## config.mk

```make
export PLATFORM = sky130hd
export DESIGN_NAME = rewind_fifo
export DESIGN_NICKNAME = d
export VERILOG_FILES = /design/src/rtl/rewind_fifo_pkg.sv /design/src/rtl/rewind_fifo_mem.sv /design/src/rtl/rewind_fifo_ctrl.sv /design/src/rtl/rewind_fifo_flags.sv /design/src/rtl/rewind_fifo.sv
export SDC_FILE = /design/constraint.sdc
export NUM_CORES = 1
export LEC_CHECK = 0
export CORE_MARGIN = 3
export CORE_UTILIZATION = 65
export CTS_CLUSTER_SIZE = 8
export DETAILED_ROUTE_END_ITERATION = 10
export PLACE_DENSITY = 0.84
export SLEW_MARGIN = 20
export SYNTH_ARGS = -nofsm -noshare
export SYNTH_HDL_FRONTEND = slang
export SYNTH_SLANG_ARGS = --single-unit
```

## constraint.sdc

```tcl
create_clock -name clk -period 4.9 [get_ports clk]
set_clock_uncertainty 0.15 [all_clocks]
set_input_delay 0.98 -clock clk [delete_from_list [all_inputs] [get_ports clk]]
set_output_delay 0.98 -clock clk [all_outputs]
set_load 0.03 [all_outputs]
```

## src/rtl/rewind_fifo_pkg.sv

```systemverilog
`timescale 1ns/1ps
package rewind_fifo_pkg;
  // Active-low status bundle produced by the flag stage.
  typedef struct packed {
    logic empty_n;
    logic full_n;
    logic half_n;
  } fifo_flags_t;
endpackage

```

## src/rtl/rewind_fifo_mem.sv

```systemverilog
`timescale 1ns/1ps
// Simple dual-port storage with a registered read, written for RAM inference.
module rewind_fifo_mem #(
  parameter int WIDTH = 9,
  parameter int DEPTH = 16
) (
  input  logic                     clk,
  input  logic                     we,
  input  logic [$clog2(DEPTH)-1:0] waddr,
  input  logic [WIDTH-1:0]         wdata,
  input  logic                     re,
  input  logic [$clog2(DEPTH)-1:0] raddr,
  output logic [WIDTH-1:0]         rdata
);
  logic [WIDTH-1:0] store [DEPTH];

  always_ff @(posedge clk) begin
    if (we) store[waddr] <= wdata;
    if (re) rdata <= store[raddr];
  end
endmodule

```

## src/rtl/rewind_fifo_ctrl.sv

```systemverilog
`timescale 1ns/1ps
// Position counters, occupancy and the saturating count of writes since reset.
module rewind_fifo_ctrl #(
  parameter int DEPTH = 16
) (
  input  logic                     clk,
  input  logic                     rst,
  input  logic                     wr_req,
  input  logic                     rd_req,
  input  logic                     rewind,
  input  logic                     full_n,
  input  logic                     empty_n,
  output logic                     wr_ok,
  output logic                     rd_ok,
  output logic [$clog2(DEPTH)-1:0] wr_ptr,
  output logic [$clog2(DEPTH)-1:0] rd_ptr,
  output logic [$clog2(DEPTH):0]   occ_nxt
);
  localparam int AW = $clog2(DEPTH);
  localparam int CW = AW + 1;
  localparam logic [CW-1:0] FULL_CNT = CW'(DEPTH);

  logic [CW-1:0] occ;
  logic [CW-1:0] wr_seen;

  // Requests that coincide with a rewind are dropped.
  assign wr_ok = wr_req & full_n  & ~rewind;
  assign rd_ok = rd_req & empty_n & ~rewind;

  always_comb begin
    if (rewind) begin
      occ_nxt = wr_seen;
    end else begin
      unique case ({wr_ok, rd_ok})
        2'b10:   occ_nxt = occ + CW'(1);
        2'b01:   occ_nxt = occ - CW'(1);
        default: occ_nxt = occ;               // both or neither
      endcase
    end
  end

  always_ff @(posedge clk) begin
    if (rst) begin
      occ     <= '0;
      wr_seen <= '0;
      wr_ptr  <= '0;
      rd_ptr  <= '0;
    end else begin
      occ <= occ_nxt;
      if (wr_ok) begin
        wr_ptr <= wr_ptr + AW'(1);
        if (wr_seen != FULL_CNT) wr_seen <= wr_seen + CW'(1);
      end
      if (rewind)     rd_ptr <= '0;
      else if (rd_ok) rd_ptr <= rd_ptr + AW'(1);
    end
  end
endmodule

```

## src/rtl/rewind_fifo_flags.sv

```systemverilog
`timescale 1ns/1ps
// Registers the three active-low flags from the next-cycle occupancy.
module rewind_fifo_flags
  import rewind_fifo_pkg::*;
#(
  parameter int DEPTH = 16
) (
  input  logic                   clk,
  input  logic                   rst,
  input  logic [$clog2(DEPTH):0] occ_nxt,
  output fifo_flags_t            flags
);
  localparam int CW = $clog2(DEPTH) + 1;
  localparam logic [CW-1:0] FULL_CNT = CW'(DEPTH);
  localparam logic [CW-1:0] HALF_CNT = CW'(DEPTH / 2);

  always_ff @(posedge clk) begin
    if (rst) begin
      flags.empty_n <= 1'b0;
      flags.full_n  <= 1'b1;
      flags.half_n  <= 1'b1;
    end else begin
      flags.empty_n <= (occ_nxt != '0);
      flags.full_n  <= (occ_nxt != FULL_CNT);
      flags.half_n  <= ~(occ_nxt > HALF_CNT);
    end
  end
endmodule

```

## src/rtl/rewind_fifo.sv

```systemverilog
`timescale 1ns/1ps
module rewind_fifo
  import rewind_fifo_pkg::*;
#(
  parameter int DATA_W = 9,
  parameter int DEPTH  = 16
) (
  input  logic              clk,
  input  logic              rst,
  input  logic              wr_req,
  input  logic [DATA_W-1:0] wr_data,
  input  logic              rd_req,
  input  logic              rewind,
  output logic [DATA_W-1:0] rd_data,
  output logic              rd_valid,
  output logic              empty_n,
  output logic              full_n,
  output logic              half_n
);
  localparam int AW = $clog2(DEPTH);

  logic          wr_ok, rd_ok;
  logic [AW-1:0] wr_ptr, rd_ptr;
  logic [AW:0]   occ_nxt;
  fifo_flags_t   flags;

  rewind_fifo_ctrl #(.DEPTH(DEPTH)) u_ctrl (
    .clk    (clk),
    .rst    (rst),
    .wr_req (wr_req),
    .rd_req (rd_req),
    .rewind (rewind),
    .full_n (flags.full_n),
    .empty_n(flags.empty_n),
    .wr_ok  (wr_ok),
    .rd_ok  (rd_ok),
    .wr_ptr (wr_ptr),
    .rd_ptr (rd_ptr),
    .occ_nxt(occ_nxt)
  );

  rewind_fifo_flags #(.DEPTH(DEPTH)) u_flags (
    .clk    (clk),
    .rst    (rst),
    .occ_nxt(occ_nxt),
    .flags  (flags)
  );

  rewind_fifo_mem #(.WIDTH(DATA_W), .DEPTH(DEPTH)) u_mem (
    .clk  (clk),
    .we   (wr_ok),
    .waddr(wr_ptr),
    .wdata(wr_data),
    .re   (rd_ok),
    .raddr(rd_ptr),
    .rdata(rd_data)
  );

  always_ff @(posedge clk) begin
    if (rst) rd_valid <= 1'b0;
    else     rd_valid <= rd_ok;
  end

  assign empty_n = flags.empty_n;
  assign full_n  = flags.full_n;
  assign half_n  = flags.half_n;
endmodule

```

==> impl_metrics.toml, run 1 <==
[outcome]
status = "finished clean"

[setup_path]
critical_path_class = "in2reg"
crit_arrival_ps = 3620
r2r-start = "u_ctrl.rd_ptr[0]"
end_kind = "flip-flop"
r2r_end = "u_mem.rdata[6]"
cp_max_fo = 21
cp.required_ps = 5150
reg2reg_depth = 3
r2r_slack_ps = 2050
startpoint_type = "input pin"

[finish]
final_common_cell = "edfxtp_1"
nNetsFinal = 423
layout-drive-gt1-share_pct = 20.8
n_fill_cell = 554
final_cell_mix = "edfxtp_1 (153), mux4_2 (45), nor2_1 (28)"
area_growth_pct = 13.7
post-route-util_pct = 76.3
antenna_cells = 0

[route]
num_vias = 3543
first_iter_violations = 331
drc = 0
ant_nets = 0
wl_microns = 13600
viasPerCell = 6.45
routedWlPerCell_microns = 24.8
drtPass1Iterations = 7

[clocking]
cts_num_sinks = 175
tritoncts = "built"
clock_path_buffers = 2
post_cts_buffers = 0
clkTransAtPathRegs_ps = 70
cts_buffers = 17
clk_latency_ps = 540
h-tree-depth = 4
cts-hold-fix-buffers = 0
root_buffer = "clkbuf_8"
cts_resized = 0

[synth]
synth.mux.area_fraction_pct = 15.2
synth_top_family_by_area = "multiplexers"
synth_edf_count = 153
ys.warnings.count = 0
synth_cell_type_count = 37
synth_compound_area_share_pct = 1.86
synth_fp_nets = 387
synthesis.area_sq_um = 6930
synthXorXnorAreaFrac_pct = 1.77
yosysSeqAreaShare_pct = 72.7
syn_inst = 364
avgSynthCellArea_sq_um = 19.0
async_flop_share_pct = 0
synthSimpleGateAreaFrac_pct = 5.38
synth_fa_ha_area_share_pct = 1.63
ys_ff_latch = 175
ys.flop_type = "edfxtp_1"

[sta]
layout_min_cycle_time_ps = 3370
setup_viol = 0
rsz0062_at_grt = "no"
hold_violations = 0
maxSlewViolCount = 0
tightest_slew_ps = 949
setup_tns_ps = 0
fin_crit_sh_pct = 68.7
fmax_mhz = 297
slew_headroom_pct = 36.5

[global_routing]
grt_max_degree = 40
met3_usage_pct = 7.28
met2_usage_pct = 39.7
grt.total_usage_pct = 25.5
grt-busiest-layer = "met2"
grt_pass1_wl_microns = 20800
grt_pass1_vias = 3551
grt.overflow.total = 0
antenna_found_initial = 0
grtUsageMet1_pct = 34.6

[placement]
place.gp.congestion = 0.913
portBuffers = 26
hpwl_microns = 8790

[floorplanning]
std_cell_rows = 37
io_pins = 27
start_util_pct = 67.1
die-area_sq_um = 11900
die_h_microns = 109
core_sq_um = 10300
fp.dieW_microns = 109

[worst_hold_path]
worstHoldStart = "u_ctrl.wr_ptr[1]"
hold_depth = 2
worst_hold_path.endpoint = "u_ctrl.wr_ptr[1]"
hold_path_class = "reg2reg"

[flow_run]
maxCapViolations = 0

[power]
ir_worst_vdd_uv = 308
leakagePower_nw = 2.51
p_per_area_nw_per_um2 = 383
==> stage by stage <==
step | area (sq um) | total power [mW] | setup slack (ps) | hold slack, ps | std cells
2_1_floorplan | 6930 | 1.77 | 1760 | 332 | 364
3_3_place_gp | 7340 | 1.82 | 1170 | 381 | 517
3_5_place_dp | 7340 | 1.83 | 1030 | 391 | 517
4_1_cts | 7880 | 3.04 | 1610 | 396 | 549
5_1_grt | 7880 | 3.11 | 1390 | 414 | 549
6_report | 7880 | 3.02 | 1530 | 398 | 549
==> flip-flops by register name, summed over array words and instances (netlist names) <==
signal and count:
u_mem.store 144, u_mem.rdata 9, u_ctrl.occ 5, u_ctrl.wr_seen 5
u_ctrl.rd_ptr 4, u_ctrl.wr_ptr 4, u_flags.flags 3, rd_valid 1
==> cell usage after synthesis, drive strengths merged (2+ instances only) <==
| cell type | n | area, sq um |
|---|---|---|
| a21oi | 6 | 30.0 |
| a31oi | 2 | 12.5 |
| and3b | 3 | 26.3 |
| buf | 9 | 47.5 |
| clkbuf | 8 | 30.0 |
| dfxtp | 22 | 440 |
| edfxtp | 153 | 4590 |
| ha | 9 | 113 |
| inv | 7 | 26.3 |
| mux2i | 4 | 40.0 |
| mux4 | 45 | 1010 |
| nand2 | 15 | 56.3 |
| nand2b | 4 | 25.0 |
| nand4 | 4 | 25.0 |
| nor2 | 29 | 111 |
| nor3 | 10 | 50.1 |
| nor4 | 2 | 12.5 |
| nor4b | 2 | 17.5 |
| o211ai | 2 | 20.0 |
| o21a | 2 | 15.0 |
| or3b | 2 | 17.5 |
| xnor2 | 5 | 43.8 |
| xor2 | 9 | 78.8 |
==> area by class of cell <==
cell class                 instances  area (sq um)  area share [%]
sequential                       175          5040            63.9
multi-input combinational        165          1790            22.7
clock buffer                      19           422            5.35
timing repair buffer              34           320            4.07
tap                              136           170            2.16
clock inverter                    13           111            1.41
inverter                           7          26.3           0.334
==> how the worst max path moves through the flow <==
stage | depth (start not counted) | endpoint | slack (ps) | start
floorplan | 10 | u_flags.flags[2] | 1760 | rewind
global placement | 13 | u_flags.flags[2] | 1170 | rewind
CTS | 13 | u_flags.flags[2] | 1610 | rewind
finish | 13 | u_flags.flags[2] | 1530 | rewind
global route | 11 | u_flags.flags[2] | 1390 | wr_req
detailed placement | 13 | u_flags.flags[2] | 1030 | rewind
==> where the power goes <==
| group | internal [mW] | switching (mW) |
|---|---|---|
| clock | 0.674 | 0.543 |
| combinational | 0.0637 | 0.0807 |
| sequential | 1.64 | 0.0161 |
| total | 2.38 | 0.640 |
==> metal layers <==
metal,up-vias,wire length (microns)
met5,-,0
met3,21,830
li1,1527,-
met1,1852,5610
met4,0,215
met2,143,6960
==> cells by family (layout without fill, tap and decap cells) <==
logic type / Yosys count / count (layout)
multiplexers: 49 / 49
flip-flops: 175 / 175
adder cells (fa/ha/maj): 9 / 9
buffers and inverters: 24 / 73
AND/OR/NAND/NOR: 75 / 75
XOR/XNOR: 14 / 14
AO/OA/AOI/OAI: 18 / 18
==> worst max-delay path, cell delays in order <==
cell             delay (ps)
clkdlybuf4s50_1         450
buf_4                   230
and3b_1                 210
buf_4                   200
nand2_1                  90
xnor2_1                 120
ha_1                    240
nor4b_1                 300
nand3_1                 120
a31oi_1                 170
xor2_1                   90
o21a_1                  210
o21bai_2                190
(Power assumes the default switching activity.)
==> inputs of run 2 (changes only) <==
--- a/config.mk
+++ b/config.mk
@@ -6,10 +6,10 @@
 export NUM_CORES = 1
 export LEC_CHECK = 0
 export CORE_MARGIN = 3
-export CORE_UTILIZATION = 65
+export CORE_UTILIZATION = 54
 export CTS_CLUSTER_SIZE = 8
 export DETAILED_ROUTE_END_ITERATION = 10
-export PLACE_DENSITY = 0.84
+export PLACE_DENSITY = 0.75
 export SLEW_MARGIN = 20
 export SYNTH_ARGS = -nofsm -noshare
 export SYNTH_HDL_FRONTEND = slang
==> constraint.sdc (replaced) <==
create_clock -name clk -period 2.7 [get_ports clk]
set_clock_uncertainty 0.15 [all_clocks]
set_input_delay 0.54 -clock clk [delete_from_list [all_inputs] [get_ports clk]]
set_output_delay 0.54 -clock clk [all_outputs]
set_load 0.03 [all_outputs]
==> impl_metrics.toml, run 2 (synthesized netlist as in run 1, its figures left out) <==
[outcome]
status = "finished clean"

[setup_path]
critical_path_class = "in2reg"
cp_max_fo = 7
end_kind = "flip-flop"
crit_arrival_ps = 2760
startpoint_type = "input pin"
cp.required_ps = 2910

[sta]
hold_violations = 0
setup_tns_ps = 0
whs_ps = 384
layout_min_cycle_time_ps = 2550
fmax_mhz = 392
fin_crit_sh_pct = 94.5
fin_ws_ps = 148
slew_headroom_pct = 55.5
maxSlewViolCount = 0
setup_viol = 0
rsz0062_at_grt = "no"
tightest_slew_ps = 667

[floorplanning]
die_h_microns = 119
core_sq_um = 12300
io_pins = 27
std_cell_rows = 40
die-area_sq_um = 14200
fp.dieW_microns = 119
start_util_pct = 56.5

[power]
power_mw = 5.56
leakagePower_nw = 2.72
p_per_area_nw_per_um2 = 675
ir_worst_vdd_uv = 694

[finish]
regMostFlops = "u_mem.store"
fin_cells = 617
final_cell_mix = "edfxtp_1 (153), mux4_2 (45), buf_4 (42)"
top_regs = "u_mem.store x144, u_mem.rdata x9"
seqCellArea_sq_um = 5040
final_common_cell = "edfxtp_1"
layout-drive-gt1-share_pct = 27.4
n_fill_cell = 808
nNetsFinal = 459
area_growth_pct = 18.9
antenna_cells = 0
multi_input_area_sq_um = 1800
largest_register_ffs = 144

[flow_run]
maxCapViolations = 0

[clocking]
clock_path_buffers = 2
cts_buffers = 17
root_buffer = "clkbuf_16"
tritoncts = "built"
h-tree-depth = 4
clk_latency_ps = 430
cts_num_sinks = 175
clkTransAtPathRegs_ps = 60

[placement]
dpl_worst_slack_ps = -295
portBuffers = 26
place.gp.congestion = 0.831
dp_cells = 585
hpwl_microns = 8560

[route]
drc = 0
wl_microns = 13300
num_vias = 3583
drtPass1Iterations = 4
ant_nets = 0
viasPerCell = 5.81
routedWlPerCell_microns = 21.5
first_iter_violations = 355

[global_routing]
grt_max_degree = 40
grt.total_usage_pct = 20.3
grt.overflow.total = 0
grt_pass1_vias = 3634
antenna_found_initial = 0
grt_pass1_wl_microns = 21000

[worst_hold_path]
hold_path_class = "reg2reg"
run 2: cell types whose count changed in the layout (fill, tap and decap cells not counted), sizes merged:
cell / delta
buf: +36
bufinv: +1
clkinv: +3
inv: -4
run 2: worst paths after layout:
path	end	cells past startpoint	start	slack, ps
hold / removal	u_ctrl.wr_ptr[1]	2	u_ctrl.wr_ptr[1]	380
hold reg to reg	u_ctrl.wr_ptr[1]	2	u_ctrl.wr_ptr[1]	380
setup reg to reg	u_flags.flags[2]	10	u_flags.flags[2]	320
setup / recovery	u_flags.flags[2]	10	rewind	150
run 2: routing by layer:
| metal | track usage (%) | up-vias | part of all wire, % |
|---|---|---|---|
| met4 | 6.88 | 0 | 1.3 |
| li1 | - | 1597 | - |
| met3 | 5.46 | 17 | 4.5 |
| met1 | 27.5 | 1875 | 44 |
| met5 | 0 | - | 0 |
| met2 | 32.3 | 94 | 50 |
run 2: cell type report:
| cell class | count | share of cell area, % |
|---|---|---|
| multi-input combinational | 165 | 21.8 |
| tap | 168 | 2.55 |
| clock buffer | 19 | 5.25 |
| clock inverter | 13 | 1.49 |
| sequential | 175 | 61.1 |
| inverter | 7 | 0.319 |
| timing repair buffer | 70 | 7.47 |
run 2: report_power, final:
group | total, mW | internal (mW) | switching, mW
Clock | 2.29 | 1.34 | 0.947
Combinational | 0.281 | 0.130 | 0.150
Sequential | 2.99 | 2.97 | 0.0207
Total | 5.56 | 4.45 | 1.12
run 2: critical path, stage by stage:
cell and delay, ps:
clkdlybuf4s50_1 410, buf_4 150, and3b_1 200, ha_1 260, o21ai_0 140, and4_4 220
o211ai_2 140, or3b_1 390, o2111a_1 180, o21bai_2 130
run 2: timing repair:
| action | CTS | global route |
|---|---|---|
| gates resized for setup | 0 | 1 |
| hold buffers | 0 | 0 |
| setup endpoints to repair | 0 | 1 |
| buffers inserted | 0 | 0 |
run 2: through the flow:
step / utilization (%) / area (sq um)
after floorplan: - / 6930
after global placement: 62.6 / 7680
after detailed placement: 62.6 / 7680
after CTS: 67.2 / 8230
after global routing: 67.2 / 8240
final: 67.2 / 8240
